==> src/rtl/bscan_pkg.sv <==
package bscan_pkg;
   localparam int STAGES_PER_PIN = 3;
   localparam int OE_POS  = 0;   // nearest tdo, leaves first
   localparam int OUT_POS = 1;
   localparam int IN_POS  = 2;

   typedef struct packed {
      logic dat;
      logic oe;
   } pin_drive_t;
endpackage

==> src/rtl/bscan_pad_mux.sv <==
module bscan_pad_mux
   import bscan_pkg::*;
(
   input  logic       ext_mode,
   input  logic       hiz_force,
   input  logic       core_out,
   input  logic       core_oe,
   input  pin_drive_t latched,
   output logic       pad_out,
   output logic       pad_oe
);
   always_comb begin
      pad_out = ext_mode ? latched.dat : core_out;
      pad_oe  = ext_mode ? latched.oe  : core_oe;
      if (hiz_force) pad_oe = 1'b0;
   end
endmodule

==> src/rtl/bscan_io_cell.sv <==
module bscan_io_cell
   import bscan_pkg::*;
(
   input  logic clk,
   input  logic rst_n,
   input  logic cap_en,
   input  logic shift_en,
   input  logic upd_en,
   input  logic ext_mode,
   input  logic hiz_force,
   input  logic scan_in,
   output logic scan_out,
   input  logic core_out,
   input  logic core_oe,
   input  logic pad_in,
   output logic pad_out,
   output logic pad_oe,
   output logic core_in
);
   logic [STAGES_PER_PIN-1:0] stg_q;
   logic [STAGES_PER_PIN-1:0] cap_val;
   pin_drive_t                latch_q;

   always_comb begin
      cap_val          = '0;
      cap_val[OE_POS]  = core_oe;
      cap_val[OUT_POS] = core_out;
      cap_val[IN_POS]  = pad_in;
   end

   always_ff @(posedge clk or negedge rst_n) begin
      if (!rst_n)         stg_q <= '0;
      else if (cap_en)    stg_q <= cap_val;
      else if (shift_en)  stg_q <= {scan_in, stg_q[STAGES_PER_PIN-1:1]};
   end

   always_ff @(posedge clk or negedge rst_n) begin
      if (!rst_n)      latch_q <= '0;
      else if (upd_en) latch_q <= '{dat: stg_q[OUT_POS], oe: stg_q[OE_POS]};
   end

   assign scan_out = stg_q[OE_POS];
   assign core_in  = pad_in;

   bscan_pad_mux u_mux (
      .ext_mode  (ext_mode),
      .hiz_force (hiz_force),
      .core_out  (core_out),
      .core_oe   (core_oe),
      .latched   (latch_q),
      .pad_out   (pad_out),
      .pad_oe    (pad_oe)
   );
endmodule

==> src/rtl/bscan_pin_chain.sv <==
module bscan_pin_chain
   import bscan_pkg::*;
#(
   parameter int NUM_PINS = 4
)(
   input  logic                clk,
   input  logic                rst_n,
   input  logic                cap_en,
   input  logic                shift_en,
   input  logic                upd_en,
   input  logic                ext_mode,
   input  logic                hiz_force,
   input  logic                tdi,
   output logic                tdo,
   input  logic [NUM_PINS-1:0] core_out,
   input  logic [NUM_PINS-1:0] core_oe,
   input  logic [NUM_PINS-1:0] pad_in,
   output logic [NUM_PINS-1:0] pad_out,
   output logic [NUM_PINS-1:0] pad_oe,
   output logic [NUM_PINS-1:0] core_in
);
   localparam int CHAIN_LEN = NUM_PINS * STAGES_PER_PIN;

   if (NUM_PINS < 1) begin : g_bad_pins
      $error("bscan_pin_chain: NUM_PINS must be at least 1");
   end
   if (CHAIN_LEN > 3072) begin : g_bad_len
      $error("bscan_pin_chain: chain of %0d stages is too long", CHAIN_LEN);
   end

   logic [NUM_PINS:0] link;
   assign link[NUM_PINS] = tdi;
   assign tdo            = link[0];

   for (genvar k = 0; k < NUM_PINS; k++) begin : g_cell
      bscan_io_cell u_cell (
         .clk       (clk),
         .rst_n     (rst_n),
         .cap_en    (cap_en),
         .shift_en  (shift_en),
         .upd_en    (upd_en),
         .ext_mode  (ext_mode),
         .hiz_force (hiz_force),
         .scan_in   (link[k+1]),
         .scan_out  (link[k]),
         .core_out  (core_out[k]),
         .core_oe   (core_oe[k]),
         .pad_in    (pad_in[k]),
         .pad_out   (pad_out[k]),
         .pad_oe    (pad_oe[k]),
         .core_in   (core_in[k])
      );
   end
endmodule

==> config.mk <==
export PLATFORM = sky130hd
export DESIGN_NAME = bscan_pin_chain
export DESIGN_NICKNAME = d
export VERILOG_FILES = /design/src/rtl/bscan_pkg.sv /design/src/rtl/bscan_pad_mux.sv /design/src/rtl/bscan_io_cell.sv /design/src/rtl/bscan_pin_chain.sv
export SDC_FILE = /design/constraint.sdc
export NUM_CORES = 1
export LEC_CHECK = 0
export BUFFER_PORTS_ARGS = -buffer_cell sky130_fd_sc_hd__buf_2
export CAP_MARGIN = 20
export CORE_MARGIN = 5
export CORE_UTILIZATION = 52
export CTS_CLUSTER_SIZE = 12
export DETAILED_ROUTE_END_ITERATION = 6
export PLACE_DENSITY = 0.86
export SYNTH_ARGS = -nofsm -noshare
export SYNTH_HDL_FRONTEND = slang
export SYNTH_HIERARCHICAL = 1
export SYNTH_SLANG_ARGS = --single-unit
==> constraint.sdc <==
create_clock -name clk -period 1.2 [get_ports clk]
set_input_delay 0.06 -clock clk [delete_from_list [all_inputs] [get_ports clk]]
set_output_delay 0.06 -clock clk [all_outputs]
set_load 0.03 [all_outputs]
### Yosys cells after proc, flatten, opt, wreduce, memory -nomap -nowiden

Index checks and enable logic that the tools add are counted.

| word-level totals | value |
|---|---|
| bits of input ports | 20 |
| logic and storage cells | 33 |
| output and inout bits | 13 |
| flip-flop bits (word level) | 20 |

| operators by class | value |
|---|---|
| mux-type cells | 20 |
| reduce and logical (&&, ||, !) cells | 1 |

Operator list:

| operator | number |
|---|---|
| 3-bit 2-to-1 mux | 8 |
| 1-bit 2-to-1 mux | 12 |
| 2-bit nonzero test | 1 |

### Depth between registers and ports, before layout

Gate-level depths: netlist of run 1.

| logic depth | value |
|---|---|
| depth after elaboration | 2 |
| mapped depth | 2 |
| mapped depth without buffers | 2 |

### Modules after synthesis

The synthesis of run 1 kept the hierarchy.

By module, submodules not included:

| module | area each (um^2) | cells each | instances | sequential area each (um^2) |
|---|---|---|---|---|
| bscan_io_cell | 211.5 | 17 | 4 | 125.1 |
| bscan_pad_mux | 28.8 | 3 | 4 | 0.0 |

### Worst setup path after synthesis of run 1

No wires, ideal clock.

| timing | value |
|---|---|
| path type | register to register |
| start | register g_cell[0].u_cell.stg_q[0] |
| end | register g_cell[0].u_cell/latch_q[0] in the netlist's numbering |
| arrival time | 0.769 ns |
| clock period less this slack | 0.894 ns |
| data required time | 1.075 ns |
| cell stages (with the launch flop) | 2 |
| library setup time | 0.125 ns |
| setup slack | 0.306 ns |
| buffers on the path | 0 |
| cells stage by stage | dfrtp_1 > mux2_2 |

RTL lines:

| element | line | text |
|---|---|---|
| start, declared | bscan_io_cell.sv:20 | `logic [STAGES_PER_PIN-1:0] stg_q;` |
| start signal, assigned | bscan_io_cell.sv:33 | `else if (cap_en) stg_q <= cap_val;` |
| start signal, assigned | bscan_io_cell.sv:34 | `else if (shift_en) stg_q <= {scan_in, stg_q[STAGES_PER_PIN-1:1]};` |
| end signal, assigned | bscan_io_cell.sv:39 | `else if (upd_en) latch_q <= '{dat: stg_q[OUT_POS], oe: stg_q[OE_POS]};` |
| end, declared | bscan_io_cell.sv:22 | `pin_drive_t latch_q;` |

No word-level cell between the ends.

### Worst setup path in the final report of run 1

| timing | value |
|---|---|
| start | input port core_oe[3] |
| end | output port pad_oe[3] |

| on the way | value |
|---|---|
| word-level cells in the longest chain between the ends | 2 |

RTL lines:

| element | line | text |
|---|---|---|
| start, declared | bscan_pin_chain.sv:16 | `input logic [NUM_PINS-1:0] core_oe,` |
| 1-bit 2-to-1 mux | bscan_pad_mux.sv:14 | `pad_oe = ext_mode ? latched.oe : core_oe;` |
| 1-bit 2-to-1 mux | bscan_pad_mux.sv:15 | `if (hiz_force) pad_oe = 1'b0;` |
| end, declared | bscan_pin_chain.sv:19 | `output logic [NUM_PINS-1:0] pad_oe,` |

Every way passes these cells.

==> results.md, run 1 <==
- Status: complete, no violations
- Total I/O pin count: 33
- Share of cell area taken by muxes after synthesis: 0.323
- Initial Utilization: 0.551
- Normalized max-slew margin: 0.712
- Total GRT Usage: 0.175
- Nature of the critical path endpoint: primary output
- Arrival time at the worst endpoint: 1.10 ns
- Crit path kind: input port to primary output
- End point of the most critical hold path: g_cell[3].u_cell/stg_q[2]$_DFFE_PN0P_
- Pint: 1.15 mW
- ANT cells: 0
- PD cells: 1230 nW/µm²
- Worst hold path stage count: 3
- Number of nets produced by synthesis: 100
- Share of the synthesized area in compound gates (AO/OA/AOI/OAI): 0.0625
- Die ar.: 2810 µm²
- Reg2Reg Launch Point: g_cell[3].u_cell/stg_q[0]$_DFFE_PN0P_
- Global-route wire length before repair: 3.48 mm
- Routed wirelength normalized by instance count: 14.3 µm
- Adder-cell share of the synthesized area: 0
- Worst Path Max Fanout: 2
- Psw: 0.467 mW
- Main combinational cell family by area after synthesis: multiplexers
- Die boundary height: 53.0 µm
- Number of buffers on the longest clock path: 2
- Sink count of the clock tree: 20
- Switching part of the total power: 0.289
- Via count normalized by instance count: 5.09
- Period minus WS final: 1.16 ns
- Worst-case vdd ir drop: 0.843 mV
- Final core utilization: 0.756
- Post-synthesis cell area: 961 µm²
- Final setup skew: 0.00114 ns
- Achievable Freq: 861 MHz
- Die X: 53.0 µm
- Simple-gate share of the synthesized area: 0.0625
- Layout cell share with drive strength beyond 1: 0.384
- Post-layout instance count excluding filler cells: 150
- Warning count from the yosys run: 6
- Mean instance size in the synthesized netlist: 12.0 µm²
- Post-layout nets: 146
- # placed instances: 133
- Final hold violation count: 0
- Routability congestion estimate: 0.706
- Post-layout instance area: 1320 µm²
- DRC violation total after the first TritonRoute iteration: 11
- Overflow after GRT: 0
- Maximum number of pins on one net before global-route repair: 25
- Pins over their slew limit: 0
- Clock tree from TritonCTS: done
- Layout fillers: 131
- Area occupied by multi-input gates: 430 µm²
- Worst EP required: 1.14 ns
- End of the worst register-to-register path: g_cell[3].u_cell/latch_q[0]$_DFFE_PN0P_
- Cells after Synth: 80
- Post-detailed-placement cell area: 1120 µm²
- Portion of total power attributed to sequential cells: 0.498
- Post-synthesis sequential element count: 20
- Sequential standard cell area: 500 µm²
- Commonest non-fill, non-tap cell in the layout: sky130_fd_sc_hd__buf_2
- TNS Setup: 0 ns
- Number of I/O port buffers: 32
- Vias: 763
- Library cells used by synthesis: 8
- Flop-to-flop setup slack: 0.40 ns
- Sequential share of the synthesized area: 0.521
- Post-Synth XOR/XNOR Area: 0
- Via count of the first global-routing pass: 798
- Sort of element at the start of the critical path: input port
- Placeable core region: 1750 µm²
- Number of remaining DRC errors: 0
- Clock buffers created by TritonCTS: 3
- Root Buffer Master: sky130_fd_sc_hd__clkbuf_4
- Beginning of the worst hold path: tdi
- Core Rows: 15
- Antenna violations before repair: 0
- Clock latency at the later pin of the worst-skew pair: 0.29 ns
- Comb pwr share: 0.264
- Worst min path class: input port to register
- Final-report setup violation count: 0
- Worst-margin pin slew: 0.432 ns
- P_leak: 0.668 nW
- Final WL: 2.15 mm
- Unrepaired setup endpoints after global routing: yes
- Max-cap check violation count: 0
- Clock H-tree levels: 1
- Clock-pin slew reported for the worst setup and hold paths after clock tree synthesis: 0.11 ns
- Detailed-router iteration count before antenna repair: 4
- Final hold slack: 0.0543 ns
- Dpl hpwl: 1.45 mm
- Final period util: 0.968
- Syn-to-layout area delta: 37.2%
- Commonest non-fill, non-tap cells in the layout: 26 x sky130_fd_sc_hd__buf_2, 20 x sky130_fd_sc_hd__dfrtp_1, 16 x sky130_fd_sc_hd__mux2i_1, 13 x sky130_fd_sc_hd__dlygate4sd3_1
- Power share of the clock group: 0.239
- Number of nets with antenna violations after routing: 0
- Cell count of the worst reg-to-reg path: 1
-- metrics by stage --
| stage | setup slack (ns) | total power [mW] |
|---|---|---|
| 2_1_floorplan | 0.306 | 1.05 |
| 3_3_place_gp | 0.330 | 1.17 |
| 3_5_place_dp | 0.315 | 1.18 |
| 4_1_cts | 0.00529 | 1.60 |
| 5_1_grt | -0.0241 | 1.72 |
| 6_report | 0.0380 | 1.62 |
-- cells by family after synthesis --
logic type,after synthesis
AND/OR/NAND/NOR,16
multiplexers,28
buffers and inverters,4
AO/OA/AOI/OAI,12
flip-flops,20
-- state kept, by name, indices dropped and copies added, names as in the netlist --
| register | flops |
|---|---|
| g_cell.u_cell/stg_q | 12 |
| g_cell.u_cell/latch_q | 8 |
-- worst max-delay path by stage --
stage | startpoint | end | cells after the start
finish | core_oe[3] | pad_oe[3] | 5
global route | g_cell[0].u_cell/latch_q[0]$_DFFE_PN0P_ | pad_oe[0] | 3
CTS | g_cell[0].u_cell/latch_q[1]$_DFFE_PN0P_ | pad_out[0] | 2
detailed placement | ext_mode | pad_out[2] | 3
global placement | ext_mode | pad_out[2] | 3
floorplan | g_cell[0].u_cell/stg_q[0]$_DFFE_PN0P_ | g_cell[0].u_cell/latch_q[0]$_DFFE_PN0P_ | 1
-- area by class of cell --
class	count	share of cell area
Sequential cell	20	0.380
Multi-Input combinational cell	56	0.326
Timing Repair Buffer	45	0.243
Clock buffer	4	0.0275
Tap cell	25	0.0237
-- metal layers --
metal,track usage,vias to the layer above,share of wire
met3,0.0366,4,0.067
met5,0,-,0
met1,0.200,359,0.42
met4,0.0766,0,0.014
met2,0.312,33,0.50
li1,-,367,-
-- synthesized netlist by cell type (all sizes together) --
| cell type | instances | area (µm²) |
|---|---|---|
| mux2i | 16 | 160 |
| o21ai | 12 | 60.1 |
| dfrtp | 20 | 500 |
| nand2 | 12 | 45.0 |
| buf | 4 | 30.0 |
| nor2 | 4 | 15.0 |
| mux2 | 12 | 150 |
-- power by group through the flow --
stage                     Sequential, mW  Clock, mW  Combinational (mW)
after floorplan                    0.810          0               0.236
after global placement             0.811          0               0.354
after detailed placement           0.818          0               0.366
after CTS                          0.804      0.401               0.396
after global routing               0.815      0.444               0.463
final                              0.804      0.386               0.426
-- worst max-delay path: stages --
cell and delay (ns):
sky130_fd_sc_hd__dlygate4sd3_1 0.54, sky130_fd_sc_hd__buf_2 0.13, sky130_fd_sc_hd__mux2i_1 0.14, sky130_fd_sc_hd__nor2_1 0.05, sky130_fd_sc_hd__buf_2 0.18
-- timing repair --
| action | CTS | global route |
|---|---|---|
| resized for setup | 0 | 16 |
| setup endpoints to repair | 0 | 6 |
| hold buffers | 12 | 1 |
| setup buffers | 0 | 0 |
| hold endpoints to repair | 31 | 1 |
Power figures use the tool's default switching activity.
==> run 2: changes to the inputs <==
--- a/config.mk
+++ b/config.mk
@@ -5,13 +5,14 @@
 export SDC_FILE = /design/constraint.sdc
 export NUM_CORES = 1
 export LEC_CHECK = 0
+export ABC_AREA = 1
 export BUFFER_PORTS_ARGS = -buffer_cell sky130_fd_sc_hd__buf_2
 export CAP_MARGIN = 20
 export CORE_MARGIN = 5
-export CORE_UTILIZATION = 52
+export CORE_UTILIZATION = 40
 export CTS_CLUSTER_SIZE = 12
 export DETAILED_ROUTE_END_ITERATION = 6
-export PLACE_DENSITY = 0.86
+export PLACE_DENSITY = 0.72
 export SYNTH_ARGS = -nofsm -noshare
 export SYNTH_HDL_FRONTEND = slang
 export SYNTH_HIERARCHICAL = 1
==> run 2 against run 1 <==
- global-route usage decreased by 2.7 points
- non-clock buffer count increased by 1
- clock power increased by 2%
- die area increased by 30%
- combinational power decreased by 14%
- sequential share of layout area decreased by 1.4 points
- clock skew increased by 0.0079 ns
- fmax increased by 0.61%
- register-to-register slack improved by 0.05 ns
- largest power group unchanged
- critical path depth unchanged
- via count increased by 34%
==> results.md, run 2 <==
- Status: complete, no violations
- PD cells: 1130 nW/µm² (-7.4%)
- Sequential share of the synthesized area: 0.490 (-0.0306)
- Worst hold path stage count: 3 (unchanged)
- Final-report setup violation count: 0 (unchanged)
- End of the worst register-to-register path: g_cell[2].u_cell/latch_q[0]$_DFFE_PN0P_
- Chain of cells forming the critical path: inv_1, nand2_1, nand2_1, nor2_1, buf_4
- Final period util: 0.962 (-0.00588)
- Post-synthesis cell area: 1020 µm² (+6.2%)
- Post-layout instance area: 1370 µm² (+3.9%)
- Normalized max-slew margin: 0.692 (-0.0199)
- Worst min path class: input port to register
- Sink count of the clock tree: 20 (unchanged)
- Detailed-router iteration count before antenna repair: 4 (unchanged)
- Number of nets produced by synthesis: 160 (+60%)
- Antenna violations before repair: 0 (unchanged)
- Biggest registers after layout: g_cell.u_cell/stg_q: 12 flops, g_cell.u_cell/latch_q: 8 flops
- Place WS: 0.398 ns (+0.0825 ns)
- Number of remaining DRC errors: 0 (unchanged)
- Die X: 60.5 µm (+14%)
- Maximum number of pins on one net before global-route repair: 21 (-16%)
- Period minus WS final: 1.15 ns (-0.00705 ns)
- Flop-to-flop setup slack: 0.45 ns (+0.05 ns)
- Core Rows: 18 (+3)
- Warning count from the yosys run: 6 (unchanged)
- Critical Path Start: g_cell[2].u_cell/latch_q[0]$_DFFE_PN0P_
- Max reg flops: 12 (unchanged)
- Library cells used by synthesis: 9 (+1)
- Critical Path Most Common Cell: sky130_fd_sc_hd__nand2_1
- Root Buffer Master: sky130_fd_sc_hd__clkbuf_4
- Logic depth of the worst setup path including buffers: 5 (unchanged)
- Die boundary height: 60.5 µm (+14%)
- Commonest non-fill, non-tap cells in the layout: 44 x sky130_fd_sc_hd__nand2_1, 29 x sky130_fd_sc_hd__buf_2, 24 x sky130_fd_sc_hd__nand3_1, 20 x sky130_fd_sc_hd__inv_1, 20 x sky130_fd_sc_hd__dfrtp_1
- Worst-margin pin slew: 0.462 ns (+0.0298 ns)
- Post-detailed-placement cell area: 1190 µm² (+5.9%)
- Largest stage delay on the critical path: 0.37 ns (-0.17 ns)
- Layout fillers: 241 (+84%)
- Unrepaired setup endpoints after global routing: yes
- Final core utilization: 0.558 (-0.197)
- Fraction of synthesis flops using an asynchronous set or reset pin: 1.00 (unchanged)
- Mean instance size in the synthesized netlist: 7.29 µm² (-39%)
- Global-route wire length before repair: 4.08 mm (+17%)
- Crit path kind: register to primary output
- Clock tree from TritonCTS: done
- Most common cell in the synthesized netlist: sky130_fd_sc_hd__nand2_1
- End point of the most critical hold path: g_cell[3].u_cell/stg_q[2]$_DFFE_PN0P_
- Number of enable flip-flop cells after synthesis: 0 (unchanged)
- Total GRT Usage: 0.148 (-0.0270)
- ANT cells: 0 (unchanged)
- Via count of the first global-routing pass: 950 (+19%)
- Placeable core region: 2450 µm² (+41%)
- Final hold violation count: 0 (unchanged)
- Total I/O pin count: 33 (unchanged)
- Worst-case vdd ir drop: 0.884 mV (+4.8%)
- Cell count of the worst reg-to-reg path: 3 (+2)
- Pins over their slew limit: 0 (unchanged)
- Dpl hpwl: 1.71 mm (+18%)
- CP max-delay cell: sky130_fd_sc_hd__dfrtp_1
- DRC violation total after the first TritonRoute iteration: 17 (+6)
- Sort of element at the start of the critical path: register
- Die ar.: 3660 µm² (+30%)
- Arrival time at the worst endpoint: 1.09 ns (about the same)
- Initial Utilization: 0.416 (-0.135)
- Final critical-path setup slack: 0.0451 ns (+0.00705 ns)
- Top cells by area in the synthesized netlist: sky130_fd_sc_hd__dfrtp_1 49%, sky130_fd_sc_hd__nand2_1 16%, sky130_fd_sc_hd__nand3_1 12%
- Routed wirelength normalized by instance count: 11.4 µm (-20%)
- Clock H-tree levels: 1 (unchanged)
- Layout cell share with drive strength beyond 1: 0.242 (-0.142)
- Worst Path Max Fanout: 2 (unchanged)
- Final setup skew: 0.00908 ns (+0.00794 ns)
- Reg2Reg Launch Point: g_cell[2].u_cell/latch_q[0]$_DFFE_PN0P_
- Commonest non-fill, non-tap cell in the layout: sky130_fd_sc_hd__nand2_1
- Most flops, register: g_cell.u_cell/stg_q
- Routability congestion estimate: 0.791 (+12%)
- CP Buf/Inv Count: 2 (-1)
- Achievable Freq: 866 MHz (+0.61%)
- Cell accounting for the most synthesized area: sky130_fd_sc_hd__dfrtp_1
- Primary flip-flop cell chosen by synthesis mapping: sky130_fd_sc_hd__dfrtp_1
- Post-synthesis sequential element count: 20 (unchanged)
- # placed instances: 198 (+49%)
- Via count normalized by instance count: 4.72 (-7.2%)
- Cells after Synth: 140 (+75%)
- TNS Setup: 0 ns (unchanged)
- Beginning of the worst hold path: tdi
- Clock latency at the later pin of the worst-skew pair: 0.30 ns (about the same)
- Clock-pin slew reported for the worst setup and hold paths after clock tree synthesis: 0.12 ns (about the same)
- Post-layout instance count excluding filler cells: 216 (+44%)
- Max-cap check violation count: 0 (unchanged)
- Final WL: 2.47 mm (+15%)
- Syn-to-layout area delta: 34.2%
- Top delay family on crit path: flip-flops
- Overflow after GRT: 0 (unchanged)
- Ranking of synthesized cells by instance count: 44 x sky130_fd_sc_hd__nand2_1, 24 x sky130_fd_sc_hd__nand3_1, 20 x sky130_fd_sc_hd__dfrtp_1, 20 x sky130_fd_sc_hd__inv_1, 12 x sky130_fd_sc_hd__o21ai_0
- Post-layout nets: 207 (+42%)
- Number of nets with antenna violations after routing: 0 (unchanged)
- Nature of the critical path endpoint: primary output
- P_leak: 0.748 nW (+12%)
- Worst EP required: 1.14 ns (about the same)
- Clock buffers created by TritonCTS: 3 (unchanged)
- Vias: 1020 (+34%)
- Number of buffers on the longest clock path: 2 (unchanged)
- Post-synth top area share: 0.490 (-0.0306)
- Number of I/O port buffers: 32 (unchanged)
==> run 2: area by class of cell <==
cell class,count,area (µm²),share of cell area
Sequential cell,20,500,0.365
Multi-Input combinational cell,92,400,0.292
Timing Repair Buffer,46,305,0.223
Inverter,24,90.1,0.0658
Tap cell,30,37.5,0.0274
Clock buffer,4,36.3,0.0265
==> run 2: metrics by stage <==
| stage | hold slack, ns | total power, mW |
|---|---|---|
| 6_report | 0.0229 | 1.55 |
| 5_1_grt | 0.0501 | 1.65 |
| 4_1_cts | 0.00242 | 1.56 |
| 2_1_floorplan | -0.236 | 0.997 |
| 3_3_place_gp | 0.0374 | 1.12 |
| 3_5_place_dp | 0.0460 | 1.13 |
==> run 2: worst register-to-register path, delay by kind of cell (launching register included) <==
family / cells / cell delay, ns
flip-flops: 1 / 0.40
AO/OA/AOI/OAI: 1 / 0.06
buffers and inverters: 2 / 0.17
==> run 2: cells by family (layout without fill, tap and decap cells) <==
family / count (synthesis) / count (layout) / share of synthesized area
simple gates: 80 / 80 / 0.333
compound gates: 12 / 12 / 0.0588
flops: 20 / 20 / 0.490
buf+inv: 28 / 74 / 0.118
==> run 2: report_power, final <==
part | internal (mW) | total [mW] | switching (mW)
clock | 0.185 | 0.392 | 0.207
sequential | 0.747 | 0.794 | 0.0471
combinational | 0.143 | 0.368 | 0.225
==> run 2: repair_timing <==
item,in CTS,in global routing
hold buffers,13,0
endpoints found under the hold margin,32,0
gates resized for setup,0,5
setup endpoints to repair,0,3
setup buffers,0,1
==> run 2: routing by layer <==
metal | part of all wire | GRT usage
met1 | 0.42 | 0.185
met2 | 0.52 | 0.258
met3 | 0.058 | 0.0255
met4 | 0.0049 | 0.0557
met5 | 0 | 0
==> run 2: worst max path at each step <==
stage | endpoint | slack, ns
global route | pad_oe[2] | -0.04
global placement | pad_oe[3] | 0.41
floorplan | pad_oe[0] | 0.30
detailed placement | g_cell[2].u_cell/stg_q[0]$_DFFE_PN0P_ | 0.40
finish | pad_oe[2] | 0.05
CTS | pad_oe[2] | 0.04
==> run 3: changes to the inputs <==
--- a/config.mk
+++ b/config.mk
@@ -8,11 +8,14 @@
 export ABC_AREA = 1
 export BUFFER_PORTS_ARGS = -buffer_cell sky130_fd_sc_hd__buf_2
 export CAP_MARGIN = 20
+export CELL_PAD_IN_SITES_DETAIL_PLACEMENT = 0
+export CELL_PAD_IN_SITES_GLOBAL_PLACEMENT = 2
 export CORE_MARGIN = 5
-export CORE_UTILIZATION = 40
+export CORE_UTILIZATION = 28
 export CTS_CLUSTER_SIZE = 12
 export DETAILED_ROUTE_END_ITERATION = 6
-export PLACE_DENSITY = 0.72
+export PLACE_DENSITY = 0.88
+export SETUP_SLACK_MARGIN = 0.4
 export SYNTH_ARGS = -nofsm -noshare
 export SYNTH_HDL_FRONTEND = slang
 export SYNTH_HIERARCHICAL = 1
==> run 3 against run 2 <==
- highest routed layer unchanged
- critical path depth is the same
- largest power group unchanged
- register-to-register slack lost 0.09 ns
- power grew 21%
- critical endpoint is now pad_oe[1]
- largest cell class unchanged
- clock skew shrank 0.0077 ns
- routed wire length grew 1.6%
- sequential power is essentially flat
- core utilization shrank 17 points
- global-route usage shrank 4.2 points
==> results.md, run 3 (synthesized netlist as in run 2, its figures left out) <==
- Status: complete, no violations
- Detailed-router iteration count before antenna repair: 3 (-1)
- Syn-to-layout area delta: 37.9%
- PD cells: 1330 nW/µm² (+18%)
- Commonest non-fill, non-tap cells in the layout: 44 x sky130_fd_sc_hd__nand2_1, 24 x sky130_fd_sc_hd__nand3_1, 23 x sky130_fd_sc_hd__buf_2, 20 x sky130_fd_sc_hd__dfrtp_1, 19 x sky130_fd_sc_hd__inv_1
- Via count of the first global-routing pass: 991 (+4.3%)
- TNS Setup: 0 ns (unchanged)
- Switching part of the total power: 0.272 (-0.0357)
- Number of I/O port buffers: 32 (unchanged)
- # placed instances: 216 (+9.1%)
- DRC violation total after the first TritonRoute iteration: 39 (+22)
- Worst EP required: 1.14 ns (about the same)
- Sink count of the clock tree: 20 (unchanged)
- Final hold slack: 0.0316 ns (+0.00874 ns)
- Vias: 982 (-3.7%)
- Number of remaining DRC errors: 0 (unchanged)
- Post-layout nets: 201 (-2.9%)
- Initial Utilization: 0.283 (-0.133)
- Clock-pin slew reported for the worst setup and hold paths after clock tree synthesis: 0.08 ns (-0.04 ns)
- Flop-to-flop setup slack: 0.36 ns (-0.09 ns)
- Number of nets with antenna violations after routing: 0 (unchanged)
- Routability congestion estimate: 0.749 (-5.3%)
- Top delay family on crit path: flip-flops
- P_leak: 0.753 nW (+0.77%)
- Post-layout instance count excluding filler cells: 228 (+5.6%)
- Sort of element at the start of the critical path: register
- Root Buffer Master: sky130_fd_sc_hd__clkbuf_8
- Chain of cells forming the critical path: inv_1, nand2_1, nand2_1, nor2_2, buf_6
- Worst hold path stage count: 3 (unchanged)
- Beginning of the worst hold path: pad_in[3]
- Dpl hpwl: 1.85 mm (+8.1%)
- Max-cap check violation count: 0 (unchanged)
- Clock latency at the later pin of the worst-skew pair: 0.25 ns (-0.05 ns)
- Worst min path class: input port to register
- Cell count of the worst reg-to-reg path: 4 (+1)
- Final hold violation count: 0 (unchanged)
- ANT cells: 0 (unchanged)
- Maximum number of pins on one net before global-route repair: 21 (unchanged)
- Clock H-tree levels: 1 (unchanged)
- Achievable Freq: 945 MHz (+9.1%)
- End point of the most critical hold path: g_cell[3].u_cell/stg_q[2]$_DFFE_PN0P_
- Total I/O pin count: 33 (unchanged)
- Unrepaired setup endpoints after global routing: yes
- Normalized max-slew margin: 0.694 (+0.00218)
- Biggest registers after layout: g_cell.u_cell/stg_q: 12 flops, g_cell.u_cell/latch_q: 8 flops
- Critical Path Most Common Cell: sky130_fd_sc_hd__nand2_1
- Nature of the critical path endpoint: primary output
- Core Rows: 22 (+4)
- Die ar.: 4950 µm² (+35%)
- Comb pwr share: 0.220 (-0.017)
- Max reg flops: 12 (unchanged)
- Worst Path Max Fanout: 2 (unchanged)
- Die boundary height: 70.4 µm (+16%)
- Commonest non-fill, non-tap cell in the layout: sky130_fd_sc_hd__nand2_1
- CP Buf/Inv Count: 2 (unchanged)
- Clock buffers created by TritonCTS: 3 (unchanged)
- CP max-delay cell: sky130_fd_sc_hd__dfrtp_1
- Psw: 0.512 mW (+6.8%)
- Portion of total power attributed to sequential cells: 0.423 (-0.088)
- Largest stage delay on the critical path: 0.36 ns (about the same)
- Clock tree from TritonCTS: done
- Overall power consumption: 1.88 mW (+21%)
- Final-report setup violation count: 0 (unchanged)
- Overflow after GRT: 0 (unchanged)
- Pint: 1.37 mW (+27%)
- Arrival time at the worst endpoint: 1.00 ns (-0.09 ns)
- Power share of the clock group: 0.357 (+0.105)
- Period minus WS final: 1.06 ns (-0.0965 ns)
- Total GRT Usage: 0.106 (-0.0424)
- Final period util: 0.882 (-0.0804)
- Worst-case vdd ir drop: 0.618 mV (-30%)
- Worst-margin pin slew: 0.459 ns (-0.00328 ns)
- Global-route wire length before repair: 4.35 mm (+6.6%)
- Crit path kind: register to primary output
- Routed wirelength normalized by instance count: 11.0 µm (-3.8%)
- Die X: 70.4 µm (+16%)
- Placeable core region: 3610 µm² (+47%)
- Via count normalized by instance count: 4.31 (-8.8%)
- Number of buffers on the longest clock path: 2 (unchanged)
- Reg2Reg Launch Point: g_cell[2].u_cell/latch_q[0]$_DFFE_PN0P_
- Final WL: 2.51 mm (+1.6%)
- Layout cell share with drive strength beyond 1: 0.317 (+0.0747)
- Final setup skew: 0.00136 ns (-0.00772 ns)
- End of the worst register-to-register path: g_cell[2].u_cell/latch_q[0]$_DFFE_PN0P_
- Most flops, register: g_cell.u_cell/stg_q
- Antenna violations before repair: 0 (unchanged)
- Pins over their slew limit: 0 (unchanged)
## run 3: worst max path at each step
stage	start	to	slack, ns	cells past startpoint
floorplan	g_cell[0].u_cell/latch_q[0]$_DFFE_PN0P_	pad_oe[0]	0.43	4
global placement	g_cell[1].u_cell/latch_q[0]$_DFFE_PN0P_	pad_oe[1]	0.40	5
detailed placement	cap_en	g_cell[2].u_cell/stg_q[1]$_DFFE_PN0P_	0.37	4
CTS	g_cell[1].u_cell/latch_q[0]$_DFFE_PN0P_	pad_oe[1]	0.14	5
global route	g_cell[2].u_cell/latch_q[0]$_DFFE_PN0P_	pad_oe[2]	0.05	5
finish	g_cell[1].u_cell/latch_q[0]$_DFFE_PN0P_	pad_oe[1]	0.14	5
## run 3: final cells by class
class,instances,area [µm²]
fill,400,2200
sequential,20,500
multi-input combinational,92,414
timing repair buffer,40,272
inverter,24,90.1
tap,48,60.1
clock buffer,3,41.3
clock inverter,1,30.0
## run 3: what timing repair did
item                                    4_1_cts  5_1_grt
gates cloned                                  0        0
endpoints found under the setup margin        9       10
pin swaps                                     2        0
hold endpoints to repair                     20        0
hold buffers                                  1        0
gates resized for setup                      14        5
buffers inserted                              3        4
## run 3: through the flow
step                area (µm²)   util  setup WS, ns
global placement          1220  0.339         0.405
floorplan                 1030      -         0.428
CTS                       1370  0.379         0.144
global route              1410  0.390        0.0499
detailed placement        1220  0.339         0.375
finish                    1410  0.390         0.142
## run 3: power by group through the flow
| stage | clock, mW | sequential [mW] | combinational [mW] |
|---|---|---|---|
| 3_3_place_gp | 0 | 0.805 | 0.333 |
| 2_1_floorplan | 0 | 0.801 | 0.202 |
| 5_1_grt | 0.715 | 0.805 | 0.464 |
| 6_report | 0.670 | 0.794 | 0.413 |
| 3_5_place_dp | 0 | 0.808 | 0.337 |
| 4_1_cts | 0.687 | 0.794 | 0.387 |
## run 3: worst reg2reg max path: cells and delay by family (launching register included)
family,cells,cell delay [ns]
flops,1,0.38
buf+inv,3,0.29
compound gates,1,0.06
## run 3: per-layer routing
layer / vias to the layer above / part of all wire / global-route usage
li1: 507 / - / -
met1: 458 / 0.45 / 0.133
met2: 15 / 0.49 / 0.181
met3: 2 / 0.047 / 0.0187
met4: 0 / 0.011 / 0.0383
met5: - / 0 / 0
